`config.mk`:
```
export PLATFORM = sky130hd
export DESIGN_NAME = dpage_xlate
export DESIGN_NICKNAME = d
export VERILOG_FILES = /design/src/rtl/dpage_pkg.sv /design/src/rtl/dpage_decode.sv /design/src/rtl/dpage_bank.sv /design/src/rtl/dpage_map.sv /design/src/rtl/dpage_xlate.sv
export SDC_FILE = /design/constraint.sdc
export NUM_CORES = 1
export LEC_CHECK = 0
export ABC_AREA = 1
export BUFFER_PORTS_ARGS = -buffer_cell sky130_fd_sc_hd__clkbuf_2
export CORE_UTILIZATION = 45
export CTS_CLUSTER_SIZE = 8
export DETAILED_ROUTE_END_ITERATION = 8
export GPL_TIMING_DRIVEN = 0
export MAX_ROUTING_LAYER = met4
export PLACE_DENSITY = 0.84
export RECOVER_POWER = 50
export SYNTH_ARGS = -nofsm -noshare
export SYNTH_HDL_FRONTEND = slang
export SYNTH_SLANG_ARGS = --single-unit
```
`constraint.sdc`:
```
create_clock -name clk -period 2.2 [get_ports clk]
set_clock_uncertainty 0.2 [all_clocks]
set_input_delay 0.11 -clock clk [delete_from_list [all_inputs] [get_ports clk]]
set_output_delay 0.11 -clock clk [all_outputs]
set_load 0.005 [all_outputs]
```
`src/rtl/dpage_pkg.sv`:
```
package dpage_pkg;

    localparam int ADDR_W = 16;
    localparam int OFS_W  = 14;
    localparam int PG_W   = 8;
    localparam int RF_W   = 8;
    localparam int SEL_W  = ADDR_W - OFS_W;
    localparam int NPG    = 1 << SEL_W;
    localparam int PHYS_W = OFS_W + PG_W;
    localparam int IDX_W  = $clog2(NPG);

    typedef logic [PG_W-1:0]          page_t;
    typedef logic [NPG-1:0][PG_W-1:0] page_bank_t;

    typedef struct packed {
        logic [NPG-1:0] pg;
        logic [NPG-1:0] port;
        logic           mode;
    } rf_sel_t;

    // Reset contents: register n maps quarter n onto physical page n.
    function automatic page_t page_reset(input int n);
        return page_t'(n);
    endfunction

endpackage

```
`src/rtl/dpage_decode.sv`:
```
module dpage_decode
    import dpage_pkg::*;
#(
    parameter logic [RF_W-1:0] EXT_PAGE   = 8'd21,
    parameter logic [RF_W-1:0] PAGED_BASE = 8'hF0,
    parameter logic [RF_W-1:0] FIXED_BASE = 8'hE0,
    parameter logic [RF_W-1:0] MODE_ADDR  = 8'hF6
) (
    input  logic            clk,
    input  logic            rst,
    input  logic [RF_W-1:0] rf_page,
    input  logic [RF_W-1:0] rf_addr,
    input  logic            rf_rd,
    input  logic            rf_wr,
    input  logic            remap,
    output rf_sel_t         sel
);

    logic           access;
    logic           on_ext;
    logic           paged_hit;
    logic           fixed_hit;
    logic [NPG-1:0] onehot;

    always_comb begin
        access    = rf_rd | rf_wr;
        on_ext    = (rf_page == EXT_PAGE);
        paged_hit = on_ext && (rf_addr[RF_W-1:IDX_W] == PAGED_BASE[RF_W-1:IDX_W]);
        fixed_hit = (rf_addr[RF_W-1:IDX_W] == FIXED_BASE[RF_W-1:IDX_W]);
        onehot    = NPG'(1) << rf_addr[IDX_W-1:0];

        sel = '0;
        if (access) begin
            // The remap bit decides which group owns which location.
            if (remap ? fixed_hit : paged_hit) sel.pg   = onehot;
            if (remap ? paged_hit : fixed_hit) sel.port = onehot;
            sel.mode = on_ext && (rf_addr == MODE_ADDR);
        end
    end

    assert_sel_exclusive_R5: assert property (@(posedge clk) disable iff (rst)
        $onehot0({sel.pg, sel.port, sel.mode}));

    assert_sel_idle_R5: assert property (@(posedge clk) disable iff (rst)
        !(rf_rd || rf_wr) |-> (sel == '0));

    assert_pg_home_R3: assert property (@(posedge clk) disable iff (rst)
        (!remap && sel.pg != '0) |-> (rf_page == EXT_PAGE));

    assert_port_home_R4: assert property (@(posedge clk) disable iff (rst)
        (remap && sel.port != '0) |-> (rf_page == EXT_PAGE));

endmodule

```
`src/rtl/dpage_bank.sv`:
```
module dpage_bank
    import dpage_pkg::*;
(
    input  logic           clk,
    input  logic           rst,
    input  logic [NPG-1:0] we,
    input  logic [NPG-1:0] re,
    input  page_t          wdata,
    output page_bank_t     pages,
    output page_t          rdata
);

    for (genvar i = 0; i < NPG; i++) begin : g_reg
        always_ff @(posedge clk) begin
            if (rst)       pages[i] <= page_reset(i);
            else if (we[i]) pages[i] <= wdata;
        end

        assert_write_lands_R6: assert property (@(posedge clk) disable iff (rst)
            we[i] |=> (pages[i] == $past(wdata)));

        assert_hold_R6: assert property (@(posedge clk) disable iff (rst)
            !we[i] |=> $stable(pages[i]));
    end

    always_comb begin
        rdata = '0;
        for (int i = 0; i < NPG; i++) begin
            if (re[i]) rdata = rdata | pages[i];
        end
    end

endmodule

```
`src/rtl/dpage_map.sv`:
```
module dpage_map
    import dpage_pkg::*;
(
    input  logic [ADDR_W-1:0] cpu_addr,
    input  page_bank_t        pages,
    output logic [PHYS_W-1:0] phys_addr
);

    logic [SEL_W-1:0] quarter;

    always_comb begin
        quarter   = cpu_addr[ADDR_W-1:OFS_W];
        phys_addr = {pages[quarter], cpu_addr[OFS_W-1:0]};
    end

endmodule

```
`src/rtl/dpage_xlate.sv`:
```
module dpage_xlate
    import dpage_pkg::*;
#(
    parameter logic [RF_W-1:0] EXT_PAGE   = 8'd21,
    parameter logic [RF_W-1:0] PAGED_BASE = 8'hF0,
    parameter logic [RF_W-1:0] FIXED_BASE = 8'hE0,
    parameter logic [RF_W-1:0] MODE_ADDR  = 8'hF6
) (
    input  logic              clk,
    input  logic              rst,
    input  logic [ADDR_W-1:0] cpu_addr,
    output logic [PHYS_W-1:0] phys_addr,
    input  logic [RF_W-1:0]   rf_page,
    input  logic [RF_W-1:0]   rf_addr,
    input  logic              rf_rd,
    input  logic              rf_wr,
    input  logic [PG_W-1:0]   rf_wdata,
    input  logic              remap,
    output logic [PG_W-1:0]   rd_data,
    output logic [NPG-1:0]    pg_sel,
    output logic [NPG-1:0]    port_sel,
    output logic              mode_sel
);

    rf_sel_t        sel;
    page_bank_t     pages;
    logic [NPG-1:0] we;
    logic [NPG-1:0] re;

    dpage_decode #(
        .EXT_PAGE   (EXT_PAGE),
        .PAGED_BASE (PAGED_BASE),
        .FIXED_BASE (FIXED_BASE),
        .MODE_ADDR  (MODE_ADDR)
    ) u_decode (
        .clk     (clk),
        .rst     (rst),
        .rf_page (rf_page),
        .rf_addr (rf_addr),
        .rf_rd   (rf_rd),
        .rf_wr   (rf_wr),
        .remap   (remap),
        .sel     (sel)
    );

    assign we = sel.pg & {NPG{rf_wr}};
    assign re = sel.pg & {NPG{rf_rd}};

    dpage_bank u_bank (
        .clk   (clk),
        .rst   (rst),
        .we    (we),
        .re    (re),
        .wdata (rf_wdata),
        .pages (pages),
        .rdata (rd_data)
    );

    dpage_map u_map (
        .cpu_addr  (cpu_addr),
        .pages     (pages),
        .phys_addr (phys_addr)
    );

    assign pg_sel   = sel.pg;
    assign port_sel = sel.port;
    assign mode_sel = sel.mode;

    assert_offset_pass_R2: assert property (@(posedge clk) disable iff (rst)
        phys_addr[OFS_W-1:0] == cpu_addr[OFS_W-1:0]);

    assert_rd_idle_R7: assert property (@(posedge clk) disable iff (rst)
        (!rf_rd || pg_sel == '0) |-> (rd_data == '0));

    assert_stable_map_R6: assert property (@(posedge clk) disable iff (rst)
        (!$past(rf_wr) && $stable(cpu_addr)) |-> $stable(phys_addr));

endmodule

```
Word-level counts from Yosys, hierarchy flattened
Index checks and enable logic that the tools add are counted.

Word-level logic and storage cells: 29. Bits in registers: 32.

Reductions and logical operators: 2. Eq/ne operators: 4. Bitwise operators: 6. Shift operators: 1. Muxes and demuxes: 11. Magnitude comparators: 1.

Operators with widths (count): 8-bit 2-to-1 mux (5); 8-bit bitwise OR (3); 8-bit binary-select mux with 2-bit select (1); 6-bit == test (second input constant) (2); 9-bit 2-to-1 mux (1); 4-bit bitwise AND (2); 8-bit by 5-bit == test with 1-bit output (second input constant) (1); 8-bit == test (second input constant) (1); 4-bit 2-to-1 mux (2); 1-bit by 2-bit << shifter with 4-bit output (first input constant) (1); 2-bit by 3-bit less-than comparator with 1-bit output (second input constant) (1); 1-bit logical AND (2); 1-bit 2-to-1 mux (2); 1-bit bitwise OR (1).

Depth between registers and ports, before layout
Gate-level depths: netlist of the first run.

Depth after elaboration: 13. Mapped depth: 11.

Hierarchy
A second synthesis of the first run with hierarchy kept.

Cells, all modules: 420. Area, all modules: 2354.8 µm².

By module, submodules not included: dpage_bank (seq. area each 640.6 µm², times used 1, cells each 254, area each 1561.5 µm²); dpage_map (seq. area each 0.0 µm², times used 1, cells each 108, area each 500.5 µm²); dpage_decode (seq. area each 0.0 µm², times used 1, cells each 42, area each 232.7 µm²); dpage_xlate (seq. area each 0.0 µm², times used 1, cells each 16, area each 60.1 µm²).

Worst setup path after synthesis of the first run
No wires, ideal clock.

Kind: input -> output. Start point: in rf_page[5]. End point: out rd_data[0]. Data arrival time: 1054 ps. Stages: 9. Slack: 836 ps. Cell sequence: nor2_1 > nand2_1 > nor2_2 > nand2_1 > nand2_2 > nand4_1 > nor2_1 > nor2_1 > nand2_1.

Cells in the longest elaborated chain, start to end: 13.

RTL lines: start, declared (line dpage_xlate.sv:13) `input logic [RF_W-1:0] rf_page,`; 8-bit by 5-bit == test with 1-bit output (*) (line dpage_decode.sv:27) `on_ext = (rf_page == EXT_PAGE);`; 1-bit logical AND (*) (line dpage_decode.sv:28) `paged_hit = on_ext && (rf_addr[RF_W-1:IDX_W] == PAGED_BASE[RF_W-1:IDX_W]);`; 1-bit 2-to-1 mux (*) (line dpage_decode.sv:35) `if (remap ? fixed_hit : paged_hit) sel.pg = onehot;`; 4-bit 2-to-1 mux (*) (line dpage_decode.sv:35); 9-bit 2-to-1 mux (*) (line dpage_decode.sv:33) `if (access) begin`; 4-bit bitwise AND (*) (line dpage_xlate.sv:47) `assign re = sel.pg & {NPG{rf_rd}};`; 8-bit 2-to-1 mux (line dpage_bank.sv:29) `if (re[i]) rdata = rdata | pages[i];`; 8-bit bitwise OR (line dpage_bank.sv:29); 8-bit 2-to-1 mux (line dpage_bank.sv:29); 8-bit bitwise OR (line dpage_bank.sv:29); 8-bit 2-to-1 mux (line dpage_bank.sv:29); 8-bit bitwise OR (line dpage_bank.sv:29); 8-bit 2-to-1 mux (*) (line dpage_bank.sv:29); end, declared (line dpage_xlate.sv:19) `output logic [PG_W-1:0] rd_data,`.

Every way passes the cells marked *; elsewhere a longest branch is shown, timed or not.

Worst setup path in the final report of the first run
Start point: in rf_rd. End point: out rd_data[1].

Cells in the longest elaborated chain, start to end: 10.

RTL lines: start, declared (line dpage_xlate.sv:15) `input logic rf_rd,`; 1-bit bitwise OR (line dpage_decode.sv:26) `access = rf_rd | rf_wr;`; 9-bit 2-to-1 mux (line dpage_decode.sv:33); 4-bit bitwise AND (*) (line dpage_xlate.sv:47); 8-bit 2-to-1 mux (line dpage_bank.sv:29); 8-bit bitwise OR (line dpage_bank.sv:29); 8-bit 2-to-1 mux (line dpage_bank.sv:29); 8-bit bitwise OR (line dpage_bank.sv:29); 8-bit 2-to-1 mux (line dpage_bank.sv:29); 8-bit bitwise OR (line dpage_bank.sv:29); 8-bit 2-to-1 mux (*) (line dpage_bank.sv:29).

Marks and branches as above.

==> results.sh, run 1 <==
export IMPL_stdcell_count=508
export IMPL_routed_top_layer="met4"
export IMPL_drt_pass1_iter_count=4
export IMPL_layout_commonest_cell="nor2_1"
export IMPL_drv_cap=0
export IMPL_hpwl_um=4315
export IMPL_clock_path_buffers=2
export IMPL_fin_crit_ps=1987
export IMPL_grt_first_pass_wirelength_um=10370
export IMPL_syn_area_um2=2106
export IMPL_drive_gt1_share_pct=22.59
export IMPL_grt_max_degree=11
export IMPL_numCtsBuffers=5
export IMPL_top_register="u_bank.pages"
export IMPL_port_buffers=68
export IMPL_critPathKind="input pin to output pin"
export IMPL_cts_tree="yes"
export IMPL_synth_warnings=0
export IMPL_fin_crit_sh_pct=90.31
export IMPL_rsz0062_at_grt="false"
export IMPL_power_density_nw_per_um2=467.6
export IMPL_wl_met2_um=2980
export IMPL_slew_violations=0
export IMPL_area_delta_synth_final_pct=28.76
export IMPL_leakage_nw=1.492
export IMPL_post_route_drc_count=0
export IMPL_io_pins=84
export IMPL_wl_per_cell_um=12.43
export IMPL_hold_class="input pin to flip-flop"
export IMPL_hold_viol_final=0
export IMPL_syn_avg_cell_area_um2=5.691
export IMPL_status="finished, final reports clean"
export IMPL_peakVddDrop_mv=0.2178
export IMPL_wl_um=6312
export IMPL_die_w_um=70.41
export IMPL_dieHeight_um=70.41
export IMPL_crit_fanout=8
export IMPL_critPathLaunchType="input pin"
export IMPL_synthCells=370
export IMPL_overflow=0
export IMPL_fmax_mhz=503.3
export IMPL_seq_area_frac_synth_pct=30.42
export IMPL_hold_start="rf_addr[1]"
export IMPL_ctsResizeCount=0
export IMPL_rows=24
export IMPL_synth_seq_cells=32
export IMPL_relSlewSlack_pct=63.83
export IMPL_startpoint="rf_rd"
export IMPL_antenna_left=0
export IMPL_drt_iter0_drc=239
export IMPL_grtUsageTotal_pct=27.55
export IMPL_fillers=430
export IMPL_setup_viol=0
export IMPL_antenna_found_initial=0
export IMPL_layout_common_cells="116 x nor2_1, 83 x nand2_1, 65 x clkbuf_2"
export IMPL_r2r_start="u_bank.pages[29]"
export IMPL_finalNetCount=501
export IMPL_critPathArrivalTime_ps=1680
export IMPL_clkSlewWorstSetupHoldPaths_ps=70
export IMPL_largest_reg_flops=32
export IMPL_met3_length_um=599
export IMPL_routabilityCongestion=0.8769
export IMPL_place_ws_ps=212.2
export IMPL_start_util_pct=47.70
export IMPL_clock_sinks=32
export IMPL_root_buffer="clkbuf_8"
export IMPL_h_tree_depth=2
export IMPL_max_slew_worst_pin_slew_ps=542.6
export IMPL_diodes=0
export IMPL_placed_cells=490
export IMPL_core_um2=4414
export IMPL_syn_nets=415
export IMPL_first_global_vias=2302
export IMPL_crit_path_end_kind="output pin"
export IMPL_tns_ps=0
export IMPL_wl_met1_um=2548
export IMPL_reg_top3="u_bank.pages (32)"
export IMPL_vias=2518
export IMPL_clk_latency_ps=280
export IMPL_ys_types=19
export IMPL_dieArea_um2=4957
export IMPL_cp_data_required_time_ps=1890
export IMPL_via_per_inst=4.957
export IMPL_setup_slack_ps=213.2
-- layout make-up --
class                      instances  area (µm²)  area share (%)
multi-input combinational        270        1156           42.64
buffer                            22       136.4           5.030
sequential                        32       640.6           23.63
timing repair buffer              79       444.2           16.38
clock buffer                       7       96.34           3.553
tap                               52       65.06           2.400
inverter                          46       172.7           6.368
-- final timing paths --
| check | to | slack (ps) | cells past startpoint |
|---|---|---|---|
| setup reg to reg | u_bank.pages[29] | 780 | 5 |
| hold reg to reg | u_bank.pages[8] | 260 | 2 |
| hold / removal | u_bank.pages[8] | 150 | 6 |
| setup / recovery | rd_data[1] | 210 | 8 |
-- metrics by stage --
step           cell area, µm²  util (%)  hold WS (ps)  total power (W)
2_1_floorplan            2106         -         44.92        0.0006875
3_3_place_gp             2511     56.89         187.9        0.0007659
3_5_place_dp             2511     56.89         187.8        0.0007687
6_report                 2711     61.42         148.9         0.001268
4_1_cts                  2708     61.34         152.0         0.001270
5_1_grt                  2711     61.42         202.6         0.001319
-- routing by layer --
metal	vias up	GRT usage, %
met1	1084	34.07
li1	1280	-
met2	130	43.07
met5	-	-
met4	0	12.89
met3	24	5.339
-- synth_stat cells --
master / count / area, µm²
clkbuf_1: 6 / 22.52
nand2_4: 1 / 11.26
nor2_1: 116 / 435.4
nor2_2: 3 / 18.77
a31oi_1: 1 / 6.260
nand2_2: 6 / 37.54
o21ai_2: 1 / 8.760
nand4_1: 5 / 31.28
dfxtp_1: 32 / 640.6
nand3_1: 14 / 70.07
buf_2: 1 / 5.000
buf_4: 14 / 105.1
inv_1: 46 / 172.7
nor2_4: 4 / 45.04
o21ai_0: 8 / 40.04
buf_1: 1 / 3.750
nor3_1: 4 / 20.02
nand2_1: 83 / 311.6
a21oi_1: 24 / 120.1
-- cells by family (layout without fill, tap and decap cells) --
| family | Yosys count | count (layout) | share of synthesized area [%] |
|---|---|---|---|
| compound gates | 34 | 34 | 8.319 |
| simple gates | 236 | 236 | 46.58 |
| flops | 32 | 32 | 30.42 |
| buf+inv | 68 | 154 | 14.68 |
-- power by group --
| part | internal, W | switching, W |
|---|---|---|
| clock network | 0.000279 | 0.000221 |
| logic | 0.0000812 | 0.000107 |
| registers | 0.000580 | 0.000000283 |
-- critical path, cell delays in order --
cell and delay, ps:
clkbuf_1 180, nor2_1 110, nor3_1 310, nand4_1 470
nor2_1 230, nor2_1 70, nand2_1 80, clkbuf_2 110
-- repair_timing --
action / 4_1_cts / 5_1_grt
endpoints found under the setup margin: 0 / 8
hold buffers: 10 / 0
hold endpoints to repair: 32 / 0
buffers inserted: 0 / 1
Power figures use the tool's default switching activity.
==> run 2: changes to the inputs <==
ABC_AREA = default   (was 1)
PLACE_DENSITY = 0.85   (was 0.84)
==> results.sh, run 2 <==
export IMPL_status="finished, final reports clean"
export IMPL_path_common_cell="clkbuf_2"
export IMPL_area_delta_synth_final_pct=27.54
export IMPL_root_buffer="clkbuf_8"
export IMPL_top_register="u_bank.pages"
export IMPL_tns_ps=0
export IMPL_drt_iter0_drc=100
export IMPL_overflow=0
export IMPL_synth_top_cell_area_share_pct=32.49
export IMPL_drt_pass1_iter_count=4
export IMPL_crit_buf_inv=2
export IMPL_cp_data_required_time_ps=1890
export IMPL_drive_gt1_share_pct=33.09
export IMPL_slowest_delay_ps=580
export IMPL_largest_reg_flops=32
export IMPL_grtUsageTotal_pct=24.21
export IMPL_seq_area_frac_synth_pct=32.49
export IMPL_peakVddDrop_mv=0.3497
export IMPL_leakage_nw=1.204
export IMPL_antenna_left=0
export IMPL_diodes=0
export IMPL_clock_sinks=32
export IMPL_syn_avg_cell_area_um2=10.06
export IMPL_reg_top3="u_bank.pages (32)"
export IMPL_synthXorXnorAreaFrac_pct=0
export IMPL_synthArstFlopShare_pct=0
export IMPL_core_um2=4115
export IMPL_synth_simple_area_share_pct=25.06
export IMPL_critPathArrivalTime_ps=1750
export IMPL_multiInputGateArea_um2=1175
export IMPL_crit_fanout=8
export IMPL_grt_first_pass_wirelength_um=7845
export IMPL_synth_flop_cell="dfxtp_1"
export IMPL_hold_viol_final=0
export IMPL_hold_class="input pin to flip-flop"
export IMPL_routabilityCongestion=0.8402
export IMPL_drv_cap=0
export IMPL_slew_violations=0
export IMPL_relSlewSlack_pct=40.15
export IMPL_fin_crit_sh_pct=93.80
export IMPL_critical_path_slowest_cell="or4bb_1"
export IMPL_synth_compound_area_share_pct=9.835
export IMPL_synthCells=196
export IMPL_grt_max_degree=11
export IMPL_wl_um=5092
export IMPL_fillers=383
export IMPL_via_per_inst=5.527
export IMPL_synth_most_common_cell="nand2b_1"
export IMPL_syn_area_um2=1972
export IMPL_clk_latency_ps=290
export IMPL_final_area_um2=2515
export IMPL_numCtsBuffers=5
export IMPL_synth_mux_area_share_pct=25.38
export IMPL_post_route_drc_count=0
export IMPL_layout_common_cells="50 x clkbuf_2, 38 x nand2b_1, 32 x mux2i_1, 32 x dfxtp_1, 21 x clkbuf_1"
export IMPL_power_density_nw_per_um2=492.6
export IMPL_rsz0062_at_grt="false"
export IMPL_fin_crit_ps=2064
export IMPL_start_util_pct=47.92
export IMPL_ys_types=27
export IMPL_synth_seq_cells=32
export IMPL_critPathLaunchType="input pin"
export IMPL_clock_path_buffers=2
export IMPL_h_tree_depth=2
export IMPL_hold_ws_ps=52.42
export IMPL_antenna_found_initial=0
export IMPL_setup_viol=0
export IMPL_clkSlewWorstSetupHoldPaths_ps=60
export IMPL_fmax_mhz=484.6
export IMPL_synthTopCellsByArea="dfxtp_1 32%, mux2i_1 16%, nand2b_1 12%"
export IMPL_die_w_um=68.20
export IMPL_synthTopCellsByCount="38 x nand2b_1, 32 x dfxtp_1, 32 x mux2i_1"
export IMPL_hpwl_um=3542
export IMPL_finalNetCount=323
export IMPL_dieArea_um2=4651
export IMPL_synth_top_family_by_area="multiplexers"
export IMPL_yosysTopAreaCell="dfxtp_1"
export IMPL_syn_nets=241
export IMPL_io_pins=84
export IMPL_wl_per_cell_um=15.52
export IMPL_synth_edff_count=0
export IMPL_placed_area_um2=2365
export IMPL_synth_warnings=0
export IMPL_register_area_um2=640.6
export IMPL_cts_tree="yes"
export IMPL_crit_chain="clkbuf_2, or4bb_1, o31ai_4, nand3_2, a21oi_1, clkbuf_2"
export IMPL_critPathKind="input pin to output pin"
export IMPL_dieHeight_um=68.20
export IMPL_crit_family="simple AND/OR/NAND/NOR gates"
export IMPL_rows=23
export IMPL_layout_commonest_cell="clkbuf_2"
export IMPL_synth_fa_ha_area_share_pct=0
export IMPL_port_buffers=66
export IMPL_vias=1813
export IMPL_max_slew_worst_pin_slew_ps=894.5
export IMPL_crit_path_end_kind="output pin"
export IMPL_fin_util_pct=61.11
export IMPL_first_global_vias=1697
## run 2: path summary, 6_finish.rpt
kind | startpoint | to | slack, ps | cells after the start
max | rf_page[1] | rd_data[0] | 140 | 6
min | rst | u_bank.pages[15] | 50 | 3
max reg2reg | u_bank.pages[8] | u_bank.pages[8] | 1340 | 2
min reg2reg | u_bank.pages[18] | u_bank.pages[18] | 290 | 2
## run 2: final cells by class
| cell class | instances | share of cell area (%) |
|---|---|---|
| flip-flops and latches | 32 | 25.47 |
| clock buffers | 7 | 3.831 |
| inverters | 2 | 0.2985 |
| well taps | 50 | 2.488 |
| multi-input cells | 141 | 46.72 |
| plain buffers | 21 | 5.373 |
| repair buffers | 75 | 15.82 |
## run 2: per-layer routing
layer	global-route usage, %	part of all wire, %	vias to the layer above
met4	8.594	1.3	0
met1	27.48	42	855
met2	41.05	48	85
met3	6.000	8.6	8
met5	-	0	-
li1	-	-	865
## run 2: cells by family (layout without fill, tap and decap cells)
kind of cell,after synthesis,after routing
mux,40,40
compound gates,27,27
buf+inv,23,105
simple gates,74,74
flops,32,32
## run 2: worst min-delay path, stage by stage
cell	delay, ps
clkbuf_2	130
nand2b_1	170
mux2i_1	80
## run 2: stage by stage
step                      worst slack [ps]  total power [W]  instances
after global routing                 9.241         0.001281        328
after CTS                            143.1         0.001249        328
final                                136.5         0.001239        328
after floorplan                      266.9        0.0006887        196
after global placement              -210.1        0.0007500        312
after detailed placement            -204.2        0.0007528        312
## run 2: what timing repair did
action | in CTS | in global routing
setup buffers | 1 | 0
hold endpoints to repair | 32 | 0
hold buffers | 8 | 0
gates resized for setup | 3 | 0
endpoints found under the setup margin | 8 | 0
## run 2: where the power goes
part	internal, W	leakage (nW)	switching, W	total, W
logic	0.0000840	0.896	0.0000833	0.000167
registers	0.000580	0.258	0.000000240	0.000580
clock network	0.000278	0.0503	0.000214	0.000492
total	0.000942	1.20	0.000297	0.00124
==> run 3: changes to the inputs <==
CORE_UTILIZATION = 50   (was 45)
CTS_BUF_LIST = sky130_fd_sc_hd__clkbuf_16   (was default)
PLACE_DENSITY = 0.92   (was 0.85)
==> results.sh, run 3 (same netlist as run 2, synthesis figures left out) <==
export IMPL_status="finished, final reports clean"
export IMPL_critPathLaunchType="input pin"
export IMPL_min_to="u_bank.pages[29]"
export IMPL_cp_data_required_time_ps=2190
export IMPL_post_route_drc_count=0
export IMPL_routabilityCongestion=0.8175
export IMPL_fin_util_pct=68.65
export IMPL_area_delta_synth_final_pct=29.38
export IMPL_dieHeight_um=64.80
export IMPL_hold_start="rf_wdata[5]"
export IMPL_combPwrFrac_pct=12.1
export IMPL_via_per_inst=5.609
export IMPL_layout_common_cells="55 x clkbuf_2, 38 x nand2b_1, 32 x mux2i_1, 32 x dfxtp_1, 17 x clkbuf_1"
export IMPL_drive_gt1_share_pct=34.30
export IMPL_place_ws_ps=-187.6
export IMPL_switching_share_pct=22.89
export IMPL_grtUsageTotal_pct=26.90
export IMPL_finalNetCount=322
export IMPL_p_switching_w=0.0003175
export IMPL_die_w_um=64.80
export IMPL_rr_endpoint="u_bank.pages[2]"
export IMPL_grt_max_degree=11
export IMPL_rrSetupSlack_ps=1340
export IMPL_startpoint="rf_page[1]"
export IMPL_layout_commonest_cell="clkbuf_2"
export IMPL_largest_reg_flops=32
export IMPL_io_pins=84
export IMPL_top_register="u_bank.pages"
export IMPL_clk_latency_ps=270
export IMPL_vias=1823
export IMPL_setup_slack_ps=116.5
export IMPL_relSlewSlack_pct=44.30
export IMPL_p_int_w=0.001069
export IMPL_h_tree_depth=2
export IMPL_root_buffer="clkbuf_16"
export IMPL_overflow=0
export IMPL_antenna_found_initial=0
export IMPL_reg2reg_depth=2
export IMPL_leakage_nw=1.226
export IMPL_wl_per_cell_um=16.14
export IMPL_hold_class="input pin to flip-flop"
export IMPL_antenna_left=0
export IMPL_rows=22
export IMPL_drt_pass1_iter_count=4
export IMPL_tns_ps=0
export IMPL_crit_fanout=8
export IMPL_diodes=0
export IMPL_dieArea_um2=4199
export IMPL_worstHoldPathCells=3
export IMPL_start_util_pct=53.06
export IMPL_wl_um=5244
export IMPL_hpwl_um=3650
export IMPL_clock_path_buffers=2
export IMPL_r2r_start="u_bank.pages[2]"
export IMPL_max_slew_worst_pin_slew_ps=832.4
export IMPL_drt_iter0_drc=101
export IMPL_fmax_mhz=480.0
export IMPL_placed_cells=310
export IMPL_seqPwrFrac_pct=41.9
export IMPL_crit_path_end_kind="flip-flop"
export IMPL_core_um2=3716
export IMPL_hold_ws_ps=10.78
export IMPL_drv_cap=0
export IMPL_fin_crit_ps=2083
export IMPL_first_global_vias=1819
export IMPL_critPathKind="input pin to flip-flop"
export IMPL_power_density_nw_per_um2=543.6
export IMPL_stdcell_count=325
export IMPL_clkPwrFrac_pct=46.0
export IMPL_slew_violations=0
export IMPL_clkSlewWorstSetupHoldPaths_ps=50
export IMPL_critPathArrivalTime_ps=2070
export IMPL_setup_viol=0
export IMPL_reg_top3="u_bank.pages (32)"
export IMPL_port_buffers=66
export IMPL_fin_crit_sh_pct=94.70
export IMPL_clock_sinks=32
export IMPL_rsz0062_at_grt="false"
export IMPL_cts_tree="yes"
export IMPL_peakVddDrop_mv=0.4412
export IMPL_numCtsBuffers=5
export IMPL_hold_viol_final=0
export IMPL_grt_first_pass_wirelength_um=8245
[run 3: cell count changes in the layout (fill, tap and decap cells not counted), sizes merged]
cell,delta
clkinv,+1
dlygate4sd3,-1
clkbuf,+6
inv,+1
buf,-8
[run 3: final cells by class]
class | instances | area, µm²
multi-input cells | 141 | 1184
fillers | 303 | 1165
flip-flops and latches | 32 | 640.6
repair buffers | 74 | 390.4
plain buffers | 21 | 135.1
clock buffers | 5 | 125.1
well taps | 48 | 60.06
clock inverters | 2 | 8.758
inverters | 2 | 7.507
[run 3: routing by layer]
layer	global-route usage, %	wire length [µm]	up-vias
li1	-	-	864
met1	29.47	2084	848
met2	44.01	2608	96
met3	7.746	434	15
met4	14.17	116	0
met5	-	0	-
[run 3: worst max-delay path: stages]
cell and delay, ps:
clkbuf_2 80, or4bb_1 590, o31ai_4 290, clkbuf_2 280
nand4_2 420, mux2i_1 300
[run 3: per-stage QoR]
| step | area, µm² | power (W) |
|---|---|---|
| 5_1_grt | 2551 | 0.001430 |
| 3_5_place_dp | 2362 | 0.0007524 |
| 4_1_cts | 2586 | 0.001396 |
| 2_1_floorplan | 1972 | 0.0006887 |
| 3_3_place_gp | 2362 | 0.0007476 |
| 6_report | 2551 | 0.001387 |
[run 3: worst max-delay path by stage]
stage                                  end  cells past startpoint
after global routing      u_bank.pages[23]                      6
after global placement     u_bank.pages[4]                      5
final                     u_bank.pages[21]                      6
after detailed placement   u_bank.pages[2]                      5
after CTS                       rd_data[1]                      6
after floorplan            u_bank.pages[0]                      4
[run 3: repair_timing]
item,4_1_cts,5_1_grt
setup buffers,1,0
endpoints found under the setup margin,8,0
gates resized for setup,3,0
hold buffers,7,0
endpoints found under the hold margin,27,0
[run 3: power groups by stage]
stage	Combinational, W	Clock, W	Sequential, W
3_3_place_gp	0.000155	0	0.000593
5_1_grt	0.000182	0.000668	0.000580
3_5_place_dp	0.000160	0	0.000593
4_1_cts	0.000173	0.000643	0.000581
6_report	0.000168	0.000638	0.000581
2_1_floorplan	0.0000960	0	0.000593
